`src/rtl/belt_exec_pkg.sv`:
```
// Package: shared opcode values and decode control types for the belt
// execute unit. Assumes a 6-bit opcode field at the top of the word.
package belt_exec_pkg;

    localparam int OPC_W = 6;

    typedef enum logic [OPC_W-1:0] {
        OP_ADD  = 6'd1,
        OP_SUB  = 6'd2,
        OP_AND  = 6'd3,
        OP_OR   = 6'd4,
        OP_XOR  = 6'd5,
        OP_SHL  = 6'd6,
        OP_ADDC = 6'd8,
        OP_LDI  = 6'd16
    } belt_op_e;

    typedef enum logic [2:0] {
        FN_ADD,
        FN_SUB,
        FN_AND,
        FN_OR,
        FN_XOR,
        FN_SHL,
        FN_PASS
    } alu_fn_e;

    typedef struct packed {
        logic    legal;    // opcode is defined
        logic    dual;     // two results are dropped
        logic    use_imm;  // operand B replaced by the constant
        alu_fn_e fn;       // ALU function
    } dec_ctl_t;

endpackage

```
`src/rtl/belt_exec_decode.sv`:
```
// Module: belt_exec_decode
// Splits an instruction word into opcode, two position fields and the
// immediate, and maps the opcode onto ALU control. Purely combinational.
// Assumes the opcode occupies the top bits and the positions the rest.
module belt_exec_decode
    import belt_exec_pkg::*;
#(
    parameter int POS_W = 5
) (
    input  logic [OPC_W+2*POS_W-1:0] instr,
    output logic [POS_W-1:0]         pos_a,
    output logic [POS_W-1:0]         pos_b,
    output logic [2*POS_W-1:0]       imm,
    output dec_ctl_t                 ctl
);

    localparam int INSTR_W = OPC_W + 2 * POS_W;

    logic [OPC_W-1:0] opc;

    // Field extraction from the fixed word layout
    always_comb begin
        opc   = instr[INSTR_W-1 -: OPC_W];
        pos_a = instr[2*POS_W-1 -: POS_W];
        pos_b = instr[POS_W-1:0];
        imm   = instr[2*POS_W-1:0];
    end

    // Opcode to control mapping; unknown codes leave legal low
    always_comb begin
        ctl = '{legal: 1'b1, dual: 1'b0, use_imm: 1'b0, fn: FN_ADD};
        unique case (opc)
            OP_ADD:  ctl.fn = FN_ADD;
            OP_SUB:  ctl.fn = FN_SUB;
            OP_AND:  ctl.fn = FN_AND;
            OP_OR:   ctl.fn = FN_OR;
            OP_XOR:  ctl.fn = FN_XOR;
            OP_SHL:  ctl.fn = FN_SHL;
            OP_ADDC: begin
                ctl.fn   = FN_ADD;
                ctl.dual = 1'b1;
            end
            OP_LDI: begin
                ctl.fn      = FN_PASS;
                ctl.use_imm = 1'b1;
            end
            default: ctl.legal = 1'b0;
        endcase
    end

endmodule

```
`src/rtl/belt_exec_alu.sv`:
```
// Module: belt_exec_alu
// Computes one of the ALU functions on two operands and also returns the
// carry out of the adder. Combinational. Shift amount is the low bits of B.
module belt_exec_alu
    import belt_exec_pkg::*;
#(
    parameter int DATA_W = 32
) (
    input  alu_fn_e            fn,
    input  logic [DATA_W-1:0]  opa,
    input  logic [DATA_W-1:0]  opb,
    output logic [DATA_W-1:0]  res,
    output logic               carry
);

    localparam int SH_W = $clog2(DATA_W);

    logic [DATA_W:0] sum_ext;

    // Wide adder shared by ADD and the carry-producing add
    always_comb sum_ext = {1'b0, opa} + {1'b0, opb};

    // Result selection by function
    always_comb begin
        carry = sum_ext[DATA_W];
        unique case (fn)
            FN_ADD:  res = sum_ext[DATA_W-1:0];
            FN_SUB:  res = opa - opb;
            FN_AND:  res = opa & opb;
            FN_OR:   res = opa | opb;
            FN_XOR:  res = opa ^ opb;
            FN_SHL:  res = opa << opb[SH_W-1:0];
            FN_PASS: res = opb;
            default: res = '0;
        endcase
    end

endmodule

```
`src/rtl/belt_exec_drop.sv`:
```
// Module: belt_exec_drop
// Forms the drop port toward the belt store: one value, or a carry and a
// sum for the dual-result add. Assumes position 0 takes drop_val0.
module belt_exec_drop
    import belt_exec_pkg::*;
#(
    parameter int DATA_W = 32
) (
    input  logic              fire,
    input  dec_ctl_t          ctl,
    input  logic [DATA_W-1:0] res,
    input  logic              carry,
    output logic              drop_valid,
    output logic [1:0]        drop_count,
    output logic [DATA_W-1:0] drop_val0,
    output logic [DATA_W-1:0] drop_val1
);

    // Drop count and value ordering
    always_comb begin
        drop_valid = fire && ctl.legal;
        drop_count = ctl.dual ? 2'd2 : 2'd1;
        drop_val0  = res;
        drop_val1  = ctl.dual ? {{(DATA_W-1){1'b0}}, carry} : '0;
    end

endmodule

```
`src/rtl/belt_exec_unit.sv`:
```
// Module: belt_exec_unit (top)
// Single-cycle execute stage of a belt processor. Reads two belt positions
// from an external store, computes, and drops results at the belt front in
// the acceptance cycle. Assumes the store reads combinationally and pushes
// drop_count values at the clock edge while drop_valid is high.
module belt_exec_unit
    import belt_exec_pkg::*;
#(
    parameter int DATA_W = 32,
    parameter int POS_W  = 5
) (
    input  logic                        clk,
    input  logic                        rst_n,
    input  logic                        in_valid,
    output logic                        in_ready,
    input  logic [OPC_W+2*POS_W-1:0]    in_instr,
    output logic [POS_W-1:0]            rd_pos_a,
    output logic [POS_W-1:0]            rd_pos_b,
    input  logic [DATA_W-1:0]           rd_data_a,
    input  logic [DATA_W-1:0]           rd_data_b,
    output logic                        drop_valid,
    output logic [1:0]                  drop_count,
    output logic [DATA_W-1:0]           drop_val0,
    output logic [DATA_W-1:0]           drop_val1,
    output logic                        illegal_flag
);

    localparam int IMM_W = 2 * POS_W;

    dec_ctl_t          ctl;
    logic [IMM_W-1:0]  imm;
    logic [DATA_W-1:0] opb;
    logic [DATA_W-1:0] alu_res;
    logic              alu_carry;
    logic              fire;
    logic              ready_q;
    logic              illegal_q;

    belt_exec_decode #(.POS_W(POS_W)) u_dec (
        .instr (in_instr),
        .pos_a (rd_pos_a),
        .pos_b (rd_pos_b),
        .imm   (imm),
        .ctl   (ctl)
    );

    // Operand B selection: belt value or sign-extended constant
    always_comb opb = ctl.use_imm ? {{(DATA_W-IMM_W){imm[IMM_W-1]}}, imm} : rd_data_b;

    belt_exec_alu #(.DATA_W(DATA_W)) u_alu (
        .fn    (ctl.fn),
        .opa   (rd_data_a),
        .opb   (opb),
        .res   (alu_res),
        .carry (alu_carry)
    );

    // Handshake completion
    always_comb fire = in_valid && ready_q;

    belt_exec_drop #(.DATA_W(DATA_W)) u_drop (
        .fire       (fire),
        .ctl        (ctl),
        .res        (alu_res),
        .carry      (alu_carry),
        .drop_valid (drop_valid),
        .drop_count (drop_count),
        .drop_val0  (drop_val0),
        .drop_val1  (drop_val1)
    );

    // Ready comes up one cycle after reset release
    always_ff @(posedge clk) begin
        if (!rst_n) ready_q <= 1'b0;
        else        ready_q <= 1'b1;
    end

    // Illegal flag tracks the last accepted instruction
    always_ff @(posedge clk) begin
        if (!rst_n)    illegal_q <= 1'b0;
        else if (fire) illegal_q <= !ctl.legal;
    end

    assign in_ready     = ready_q;
    assign illegal_flag = illegal_q;

endmodule

```
`config.mk`:
```
export PLATFORM = sky130hd
export DESIGN_NAME = belt_exec_unit
export DESIGN_NICKNAME = d
export VERILOG_FILES = /design/src/rtl/belt_exec_pkg.sv /design/src/rtl/belt_exec_decode.sv /design/src/rtl/belt_exec_alu.sv /design/src/rtl/belt_exec_drop.sv /design/src/rtl/belt_exec_unit.sv
export SDC_FILE = /design/constraint.sdc
export NUM_CORES = 1
export LEC_CHECK = 0
export BUFFER_PORTS_ARGS = -buffer_cell sky130_fd_sc_hd__buf_4
export CAP_MARGIN = 20
export CELL_PAD_IN_SITES_DETAIL_PLACEMENT = 1
export CELL_PAD_IN_SITES_GLOBAL_PLACEMENT = 1
export CORE_MARGIN = 2
export CORE_UTILIZATION = 37
export DETAILED_ROUTE_END_ITERATION = 10
export HOLD_SLACK_MARGIN = 0.06
export PLACE_DENSITY_LB_ADDON = 0.05
export REMOVE_ABC_BUFFERS = 1
export SETUP_SLACK_MARGIN = 0.1
export SYNTH_ARGS = -nofsm -noshare
export SYNTH_HDL_FRONTEND = slang
export SYNTH_SLANG_ARGS = --single-unit
```
`constraint.sdc`:
```
create_clock -name clk -period 7.35 [get_ports clk]
set_input_delay 1.47 -clock clk [delete_from_list [all_inputs] [get_ports clk]]
set_output_delay 1.47 -clock clk [all_outputs]
set_load 0.05 [all_outputs]
```
## Word-level counts from Yosys, hierarchy flattened

Index checks and enable logic that the tools add are counted.

| storage, ports and cells | value |
|---|---|
| output and inout bits | 79 |
| logic and storage cells | 36 |
| register bits | 2 |

| cells by class | value |
|---|---|
| bitwise operators | 3 |
| muxes and demuxes | 9 |
| shift operators | 1 |
| reduce and logical (&&, ||, !) cells | 5 |
| add/subtract/negate cells | 2 |
| equal/unequal tests | 14 |

Operators by type and width:

| kind | number |
|---|---|
| 32-bit one-hot mux with 7 select lines | 1 |
| 32-bit by 32-bit adder with 33-bit output | 1 |
| 32-bit AND | 1 |
| 32-bit 2-to-1 mux | 1 |
| 32-bit bitwise OR | 1 |
| 32-bit by 5-bit left shift with 32-bit output | 1 |
| 32-bit subtractor | 1 |
| 32-bit bitwise XOR | 1 |
| 6-bit by 3-bit == test with 1-bit output, second input constant | 3 |
| 3-bit one-hot mux with 6 select lines | 1 |
| 6-bit by 2-bit == test with 1-bit output, second input constant | 2 |
| 3-bit == test, second input constant | 3 |
| 8-bit OR reduction | 1 |
| 3-bit by 2-bit == test with 1-bit output, second input constant | 2 |
| 6-bit by 1-bit == test with 1-bit output, second input constant | 1 |
| 6-bit by 4-bit == test with 1-bit output, second input constant | 1 |
| 6-bit by 5-bit == test with 1-bit output, second input constant | 1 |
| 1-bit 2-to-1 mux | 5 |
| 3-bit by 1-bit == test with 1-bit output, second input constant | 1 |
| 3-bit zero test | 1 |
| 1-bit logical AND | 2 |
| 2-bit 2-to-1 mux | 1 |
| 1-bit zero test | 1 |

## Logic depth before layout (Yosys ltp)

Gate-level depths: netlist of the first run.

| depth | value |
|---|---|
| word-level depth | 5 |
| gate-level depth with buffers | 23 |
| mapped depth without buffers | 16 |

## By module

A second synthesis of the first run with hierarchy kept.

| second synthesis, totals | value |
|---|---|
| cells, all modules | 1230 |
| area, all modules | 8011.4 µm² |

Modules (own cells, without submodules):

| module | times used | area an instance (µm²) | seq. area each (µm²) | cells an instance |
|---|---|---|---|---|
| belt_exec_alu | 1 | 6830.3 | 0.0 | 1057 |
| belt_exec_drop | 1 | 500.5 | 0.0 | 68 |
| belt_exec_unit | 1 | 399.1 | 40.0 | 66 |
| belt_exec_decode | 1 | 281.5 | 0.0 | 39 |

## Worst setup path before layout of the first run

Ideal clock, no wire load.

| timing path | value |
|---|---|
| kind | input to output |
| from | in in_instr[11] |
| to | out drop_val0[19] |
| path buffers | 6 |
| stages on the path | 20 |
| data arrival time | 6.357 ns |
| slack | -0.477 ns |
| cells stage by stage | buf_6 or4b_1 buf_2 nor2_8 a21oi_2 inv_1 buf_2 buf_2 buf_2 ha_1 clkbuf_1 or3b_2 o211ai_1 o211a_1 o311ai_2 and3_1 o211a_1 nor3b_1 a21oi_1 o21ai_0 |

| on the way | value |
|---|---|
| longest elaborated chain between the ends | 5 |
| elaborated cells between the ends (all ways) | 23 |
| classes of those cells | 2 x add/sub; 12 x eq/ne; 1 x shift; 4 x mux; 3 x bitwise; 1 x reduce/logical |

Ends and longest elaborated chain:

| item | RTL line | text |
|---|---|---|
| start: declaration | belt_exec_unit.sv:16 | `input logic [OPC_W+2*POS_W-1:0] in_instr,` |
| 6-bit by 5-bit == test with 1-bit output | belt_exec_decode.sv:32 | `unique case (opc)` |
| 1-bit 2-to-1 mux | belt_exec_decode.sv:32 |  |
| 32-bit 2-to-1 mux | belt_exec_unit.sv:48 | `always_comb opb = ctl.use_imm ? {{(DATA_W-IMM_W){imm[IMM_W-1]}}, imm} : rd_data_b;` |
| 32-bit subtractor (tied with other cells) | belt_exec_alu.sv:28 | `FN_SUB: res = opa - opb;` |
| 32-bit one-hot mux with 7 select lines * | belt_exec_alu.sv:26 | `unique case (fn)` |
| end: declaration | belt_exec_unit.sv:23 | `output logic [DATA_W-1:0] drop_val0,` |

Mark *: on every way between the ends. The rest lies on a longest branch, timed or not.

## Worst setup path in the final report of the first run

| timing path | value |
|---|---|
| from | in in_instr[12] |
| to | out drop_val0[31] |

Same word-level chain as after synthesis.

==> results of run 1 <==
## cells by family after synthesis
family | Yosys count | synth area share [%]
compound gates | 457 | 38.7
simple gates | 391 | 22.6
buf+inv | 223 | 12.8
fa+ha+maj | 99 | 15.7
mux | 61 | 7.85
xor+xnor | 16 | 1.76
flops | 2 | 0.503
other cells | 1 | 0.0471
## synthesized netlist by cell type, types with 7 or more instances
cell / number
nand2_1: 162
a21oi_1: 117
ha_1: 98
nor2_1: 97
o21ai_0: 97
inv_1: 93
clkbuf_1: 70
mux2i_1: 59
buf_4: 41
a211oi_1: 36
nor3_1: 33
a221oi_1: 23
nand2b_1: 23
o211ai_1: 21
nand3_1: 16
o21bai_1: 15
xnor2_1: 14
o221ai_1: 12
a311oi_1: 11
a221o_1: 10
a31oi_1: 10
buf_2: 10
nor2b_1: 10
o21a_1: 10
o22ai_1: 10
and2_1: 9
a211o_1: 8
a21o_1: 8
o31ai_1: 7
or3_1: 7
## sequential cells by signal, indices dropped and copies added (netlist names)
| register | cells |
|---|---|
| illegal_flag | 1 |
| in_ready | 1 |
## routing by layer
metal / global-route usage, % / routed length, um / vias to the layer above / part of all wire (%)
li1: - / - / 4694 / -
met4: 9.81 / 1340 / 0 / 3.3
met1: 49.0 / 18100 / 5049 / 45
met5: 0 / 0 / - / 0
met3: 3.06 / 2810 / 85 / 7.0
met2: 55.6 / 17900 / 414 / 45
## how the worst max path moves through the flow
| stage | from | slack (ps) | to |
|---|---|---|---|
| after CTS | in_instr[12] | 120 | drop_val0[29] |
| after floorplan | in_instr[13] | -1050 | drop_val0[30] |
| after detailed placement | in_instr[12] | -180 | drop_val0[25] |
| after global placement | in_instr[12] | -80 | drop_val0[29] |
| after global routing | in_instr[12] | 90 | drop_val0[29] |
| final | in_instr[12] | 230 | drop_val0[31] |
## power breakdown
part           internal [mW]  switching [mW]
combinational          0.323           0.642
clock                 0.0692          0.0128
sequential            0.0116        0.000490
## layout make-up
cell class	count	area [um2]	share of cell area, %
well taps	275	344	3.62
clock buffers	3	75.1	0.789
inverters	95	357	3.75
repair buffers	205	1560	16.4
flip-flops and latches	2	40.0	0.421
multi-input cells	1055	7140	75.0
## cells in the final DEF, fill, tap and decap left out, types with 16 or more instances in the layout
| cell type | count |
|---|---|
| nor3_1 | 31 |
| o21ai_0 | 90 |
| a221oi_1 | 23 |
| conb_1 | 31 |
| nand2_1 | 161 |
| nor2_1 | 92 |
| inv_1 | 93 |
| o211ai_1 | 21 |
| nand2b_1 | 23 |
| buf_4 | 202 |
| a211oi_1 | 36 |
| a21oi_1 | 107 |
| ha_1 | 96 |
| mux2i_1 | 59 |
| nand3_1 | 16 |
## what timing repair did
item,CTS,global route
gates resized for setup,4,35
pin swaps,0,2
endpoints found under the setup margin,13,14
## worst max-delay path, delay by kind of cell
| family | cells | cell delay, ps |
|---|---|---|
| AO/OA/AOI/OAI | 8 | 2160 |
| AND/OR/NAND/NOR | 4 | 840 |
| multiplexers | 1 | 120 |
| buffers and inverters | 4 | 650 |
| adder cells (fa/ha/maj) | 1 | 370 |
## per-stage QoR
stage / area, um2 / util (%)
floorplan: 7400 / -
global placement: 9310 / 44.1
detailed placement: 9310 / 44.1
CTS: 9400 / 44.6
global route: 9520 / 45.1
finish: 9520 / 45.1
==> summary.txt, run 1 <==
Final layout
  • # fillers: 2,860
  • Layout cells sized above 1: between 10% and 20%
  • Post-Layout Cell Count: around 1,600
  • Area Overhead vs Synth: 19.6%
  • Diode count: 0
  • Nets: 1,544

Clocking
  • Cts hold-fix bufs: 0
  • Htree depth: 1
  • Postcts setup bufs: 0
  • Clk slew on worst S/H paths: roughly 30 ps
  • Clock buffer depth: 2
  • CTS tree: done
  • CTS buffer count: 3
  • Clk_lat worst skew: 220 ps
  • Clock tree sinks: 2
  • CTS root buf: clkbuf_16

Synth
  • Syn_area_per_cell: 6.36 um2
  • Synthesized flop and latch total: 2
  • Yosys top cell area share: between 10% and 20%
  • Area contributors post-synth: ha_1 (15%), nand2_1 (7.6%), mux2i_1 (7.4%)
  • Cell Area, Synth: 0.00795 mm2
  • Post-synth EDFFs: 0
  • Sequential element share of the synthesized area: 0.503%
  • Cell taking the most area after synthesis: ha_1
  • Main synth FF type: dfxtp_1
  • Yosys warns: 0
  • Post-synth ARST share: 0%
  • Cells after Synth: 1,250
  • Count of cell types in the netlist: 84

Power
  • Total power: 1.06 mW
  • LEAKAGE: 4.51 nW
  • PwrDens: 111 mW/mm2
  • VDD IR-drop max: 0.0000479 V

Global route
  • Pin count of the biggest net entering global routing: 29
  • Tot GR Track Use: roughly a third
  • First-pass GRT wire length: roughly 60 mm
  • Initial antenna violation count: 0
  • Number of global-route vias before repair: 9,990
  • Total gr overflow: 0

Critical path
  • CP max-delay cell: o311ai_2
  • Req. time, crit path: about 6000 ps
  • Reg-to-reg endpoint: illegal_flag
  • CP arrival: 5650 ps
  • CP max FO: 13
  • CP Class: input port to output pin
  • RR Startpoint: in_ready
  • Worst r2r path cells: 2
  • Worst setup SP type: input port
  • Critical Path End Type: output pin
  • Slowest cell delay on critical path: 430 ps
  • Register-to-Register Setup Slack: 6600 ps
  • CP cell instances: buf_4 > nor4b_4 > buf_6 > a21boi_1 > a21oi_2 > inv_1 > ha_1 > nand2b_1 > o22ai_1 > o211a_1 > o311ai_2 > and2_1 > nand2_1 > a211o_1 > a221o_1 > mux2i_1 > a211o_1 > buf_4

STA
  • Slew HR: about 28%
  • Fin crit share: slightly below 100%
  • Post-layout minimum cycle time: 7120 ps
  • Final TNS setup: 0 ps
  • Clock Skews: 1.23 ps
  • Setup ws final: 231 ps
  • # setup viols final: 0
  • Hold Slack: 570 ps
  • Fmax: approximately 140 MHz
  • Unrepaired setup endpoints after global routing: true
  • Fin. Hold Viols: 0
  • Pins Over Slew Limit: 0
  • Tightest Pin Transition: 1080 ps

Min path
  • Worst hold start: illegal_flag
  • Endpoint, Worst Hold: illegal_flag
  • Hold Crit Class: flip-flop to flip-flop
  • Worst hold path cell count: 2

Die
  • DIE HEIGHT: 151 um
  • Core ar.: 0.0211 mm2
  • Die Wd: 151 um
  • Initial Util: a little under two fifths
  • Row count: 53
  • I/O pin total: 162
  • Die area: 0.0227 mm2

Detailed routing
  • Wire per inst: around 25 um
  • # DRC: 0
  • DRT Pass-1 Iters: 5
  • Post-route ant nets: 0
  • Via Count: between 10,000 and 15,000
  • Initial detailed-routing violation count: 873
  • Number of vias per cell: 6.26
  • Final WL: 40.1 mm

Job
  • Maxcap violations: 0

Place
  • Final RePlAce weighted congestion: ~1.0
  • Buffers on Ports: 130
  • Post-place setup slack: -177 ps
  • Placed cells: 1,632
  • Post-DP HPWL: 32.0 mm

Status
  • Outcome: complete, no violations
Power figures use the tool's default switching activity.
==> inputs of run 2 (changes only) <==
--- a/config.mk
+++ b/config.mk
@@ -18,4 +18,5 @@
 export SETUP_SLACK_MARGIN = 0.1
 export SYNTH_ARGS = -nofsm -noshare
 export SYNTH_HDL_FRONTEND = slang
+export SYNTH_HIERARCHICAL = 1
 export SYNTH_SLANG_ARGS = --single-unit
==> run 2 against run 1 <==
Sequential power about the same; wire length down 8.2%; synthesized cell count fell by 1.6%; largest cell class unchanged; count of clock-buffer cells in the layout is the same; non-clock buffer count down 8; clock power decreased by 0.7%; die area is 0.70% higher; highest routed layer unchanged; sequential share of layout area hardly changed; largest power group unchanged.
==> summary.txt, run 2 <==
Critical path
  • CP Class: input port to output pin (unchanged)
  • Worst setup SP type: input port (unchanged)
  • Critical Path End Type: output pin (unchanged)
  • Req. time, crit path: 5880 ps (about the same)
  • CP max FO: 11 (was 13)
  • CP arrival: 5610 ps (was 5650 ps)

STA
  • Pins Over Slew Limit: 0 (unchanged)
  • Fmax: 141 MHz (was 140 MHz)
  • Setup ws final: 273 ps (was 231 ps)
  • # setup viols final: 0 (unchanged)
  • Tightest Pin Transition: 836 ps (was 1080 ps)
  • Fin. Hold Viols: 0 (unchanged)
  • Unrepaired setup endpoints after global routing: true (unchanged)
  • Clock Skews: 1.24 ps (was 1.23 ps)
  • Post-layout minimum cycle time: 7080 ps (was 7120 ps)
  • Fin crit share: 96.3% (was 96.9%)
  • Slew HR: 42.7% (was 27.6%)

Detailed routing
  • Via Count: 9,433 (was 10,200)
  • Final WL: 36.8 mm (was 40.1 mm)
  • DRT Pass-1 Iters: 5 (unchanged)
  • Number of vias per cell: 5.99 (was 6.26)
  • Initial detailed-routing violation count: 690 (was 873)
  • Wire per inst: 23.4 um (was 24.5 um)
  • Post-route ant nets: 0 (unchanged)
  • # DRC: 0 (unchanged)

Clocking
  • Htree depth: 1 (unchanged)
  • Clock tree sinks: 2 (unchanged)
  • Cts hold-fix bufs: 0 (unchanged)
  • Postcts setup bufs: 0 (unchanged)
  • Clock buffer depth: 2 (unchanged)
  • Clk_lat worst skew: 220 ps (about the same)
  • CTS tree: done (unchanged)
  • CTS root buf: clkbuf_16 (unchanged)
  • Clk slew on worst S/H paths: 30 ps (about the same)
  • CTS buffer count: 3 (unchanged)

Die
  • I/O pin total: 162 (unchanged)
  • Die area: 0.0228 mm2 (was 0.0227 mm2)
  • Core ar.: 0.0212 mm2 (was 0.0211 mm2)
  • Die Wd: 151 um (about the same)
  • DIE HEIGHT: 151 um (about the same)
  • Row count: 53 (unchanged)
  • Initial Util: 37.9% (was 37.7%)

Min path
  • Hold Crit Class: flip-flop to flip-flop (unchanged)

Global route
  • First-pass GRT wire length: 55.3 mm (was 60.1 mm)
  • Tot GR Track Use: 31.6% (was 34.5%)
  • Total gr overflow: 0 (unchanged)
  • Number of global-route vias before repair: 9,198 (was 9,990)
  • Initial antenna violation count: 0 (unchanged)
  • Pin count of the biggest net entering global routing: 50 (was 29)

Synth
  • Most frequent cell after synthesis: inv_1 (was nand2_1)
  • Post-synth EDFFs: 0 (unchanged)
  • Yosys top cell area share: 15.0% (was 15.4%)
  • Cells after Synth: 1,230 (was 1,250)
  • Yosys warns: 6 (was 0)
  • Cell taking the most area after synthesis: ha_1 (unchanged)
  • Area contributors post-synth: ha_1 (15%), buf_4 (7.9%), mux2i_1 (6.2%) (was ha_1 (15%), nand2_1 (7.6%), mux2i_1 (7.4%))
  • Synthesized flop and latch total: 2 (unchanged)
  • Main synth FF type: dfxtp_1 (unchanged)
  • Syn_area_per_cell: 6.51 um2 (was 6.36 um2)
  • Count of cell types in the netlist: 83 (was 84)
  • Sequential element share of the synthesized area: 0.500% (was 0.503%)
  • Synth top cells by count: inv_1 (130), nand2_1 (114), o21ai_0 (100) (was nand2_1 (162), a21oi_1 (117), ha_1 (98))
  • Cell Area, Synth: 0.00801 mm2 (was 0.00795 mm2)
  • Post-synth ARST share: 0% (unchanged)

Place
  • Buffers on Ports: 130 (unchanged)
  • Post-DP HPWL: 29.2 mm (was 32.0 mm)
  • Post-place setup slack: -61.0 ps (was -177 ps)
  • Final RePlAce weighted congestion: 0.974 (was 0.995)

Power
  • LEAKAGE: 4.34 nW (was 4.51 nW)
  • PwrDens: 114 mW/mm2 (was 111 mW/mm2)
  • Total power: 1.05 mW (was 1.06 mW)
  • VDD IR-drop max: 0.0000837 V (was 0.0000479 V)

Final layout
  • Commonest non-fill, non-tap cell in the layout: buf_4 (unchanged)
  • Area Overhead vs Synth: 15.3% (was 19.6%)
  • Multi-input logic area: 0.00678 mm2 (was 0.00714 mm2)
  • Diode count: 0 (unchanged)
  • Layout cells sized above 1: 20.1% (was 19.4%)
  • Reg area: 40.0 um2 (unchanged)
  • # fillers: 2,813 (was 2,860)
  • Most frequent cells in the layout: buf_4 (194), inv_1 (129), nand2_1 (114) (was buf_4 (202), nand2_1 (161), a21oi_1 (107))
  • Nets: 1,482 (was 1,544)

Status
  • Outcome: complete, no violations (unchanged)

Job
  • Maxcap violations: 0 (unchanged)
-- run 2: cell types whose count changed in the layout (fill, tap and decap cells not counted), moves of 10 or more --
cell,change
nand2b_1,-17
nand2_1,-47
a21oi_1,-13
mux2_2,+11
a211oi_1,-18
o22ai_1,+19
inv_1,+36
a221oi_1,-12
o21ai_0,+10
-- run 2: final timing paths --
check / from / to / slack (ps) / cells past startpoint
worst max-delay path: in_instr[11] / drop_val0[30] / 270 / 20
worst min-delay path: illegal_flag / illegal_flag / 490 / 1
worst max register to register: in_ready / illegal_flag / 6580 / 2
worst min register to register: illegal_flag / illegal_flag / 490 / 1
-- run 2: report_power, final --
part | switching, mW | internal, mW | total (mW)
Sequential | 0.000427 | 0.0116 | 0.0121
Clock | 0.0123 | 0.0692 | 0.0815
Combinational | 0.632 | 0.324 | 0.956
Total | 0.644 | 0.405 | 1.05
-- run 2: what timing repair did --
action,CTS,global route
resized for setup,4,17
setup endpoints to repair,9,15
pin swaps,1,8
-- run 2: cell type report --
| cell class | instances | share of cell area (%) |
|---|---|---|
| clock buffers | 3 | 0.813 |
| inverters | 132 | 5.37 |
| multi-input cells | 965 | 73.4 |
| flip-flops and latches | 2 | 0.434 |
| well taps | 275 | 3.73 |
| repair buffers | 197 | 16.3 |
-- run 2: routing by layer --
metal	GRT usage [%]	up-vias	share of wire (%)
met5	0	-	0
met4	9.72	0	3.1
met3	5.27	65	7.9
met2	49.1	388	44
met1	44.6	4562	45
li1	-	4418	-
-- run 2: logic make-up after synthesis --
group,count (synthesis),synth area share [%]
flip-flops,2,0.500
XOR/XNOR,27,2.95
buffers and inverters,293,18.2
AO/OA/AOI/OAI,403,33.0
adder cells (fa/ha/maj),98,15.5
other,1,0.0468
AND/OR/NAND/NOR,335,19.4
multiplexers,71,10.5
-- run 2: metrics by stage --
stage	std cells	util, %	setup TNS (ps)	hold WS (ps)	area (um2)
2_1_floorplan	1099	-	-42830	748	7160
3_3_place_gp	1570	42.6	-0.0329	493	9020
3_5_place_dp	1570	42.6	-128	495	9020
4_1_cts	1573	43.1	0	497	9110
5_1_grt	1574	43.7	0	507	9240
6_report	1574	43.7	0	495	9240
-- run 2: worst max-delay path: stages --
cell and delay (ps):
buf_4 140, nor3_4 200, nand2_1 110, nor3_2 110, buf_4 180, buf_8 160, mux2_2 360, inv_2 100
ha_4 220, buf_4 150, or4_4 480, o211ai_1 220, a2111oi_4 100, o311ai_2 380, a31oi_2 160, o21ai_2 230
a311oi_1 140, or3_1 370, nand3_1 100, buf_4 200
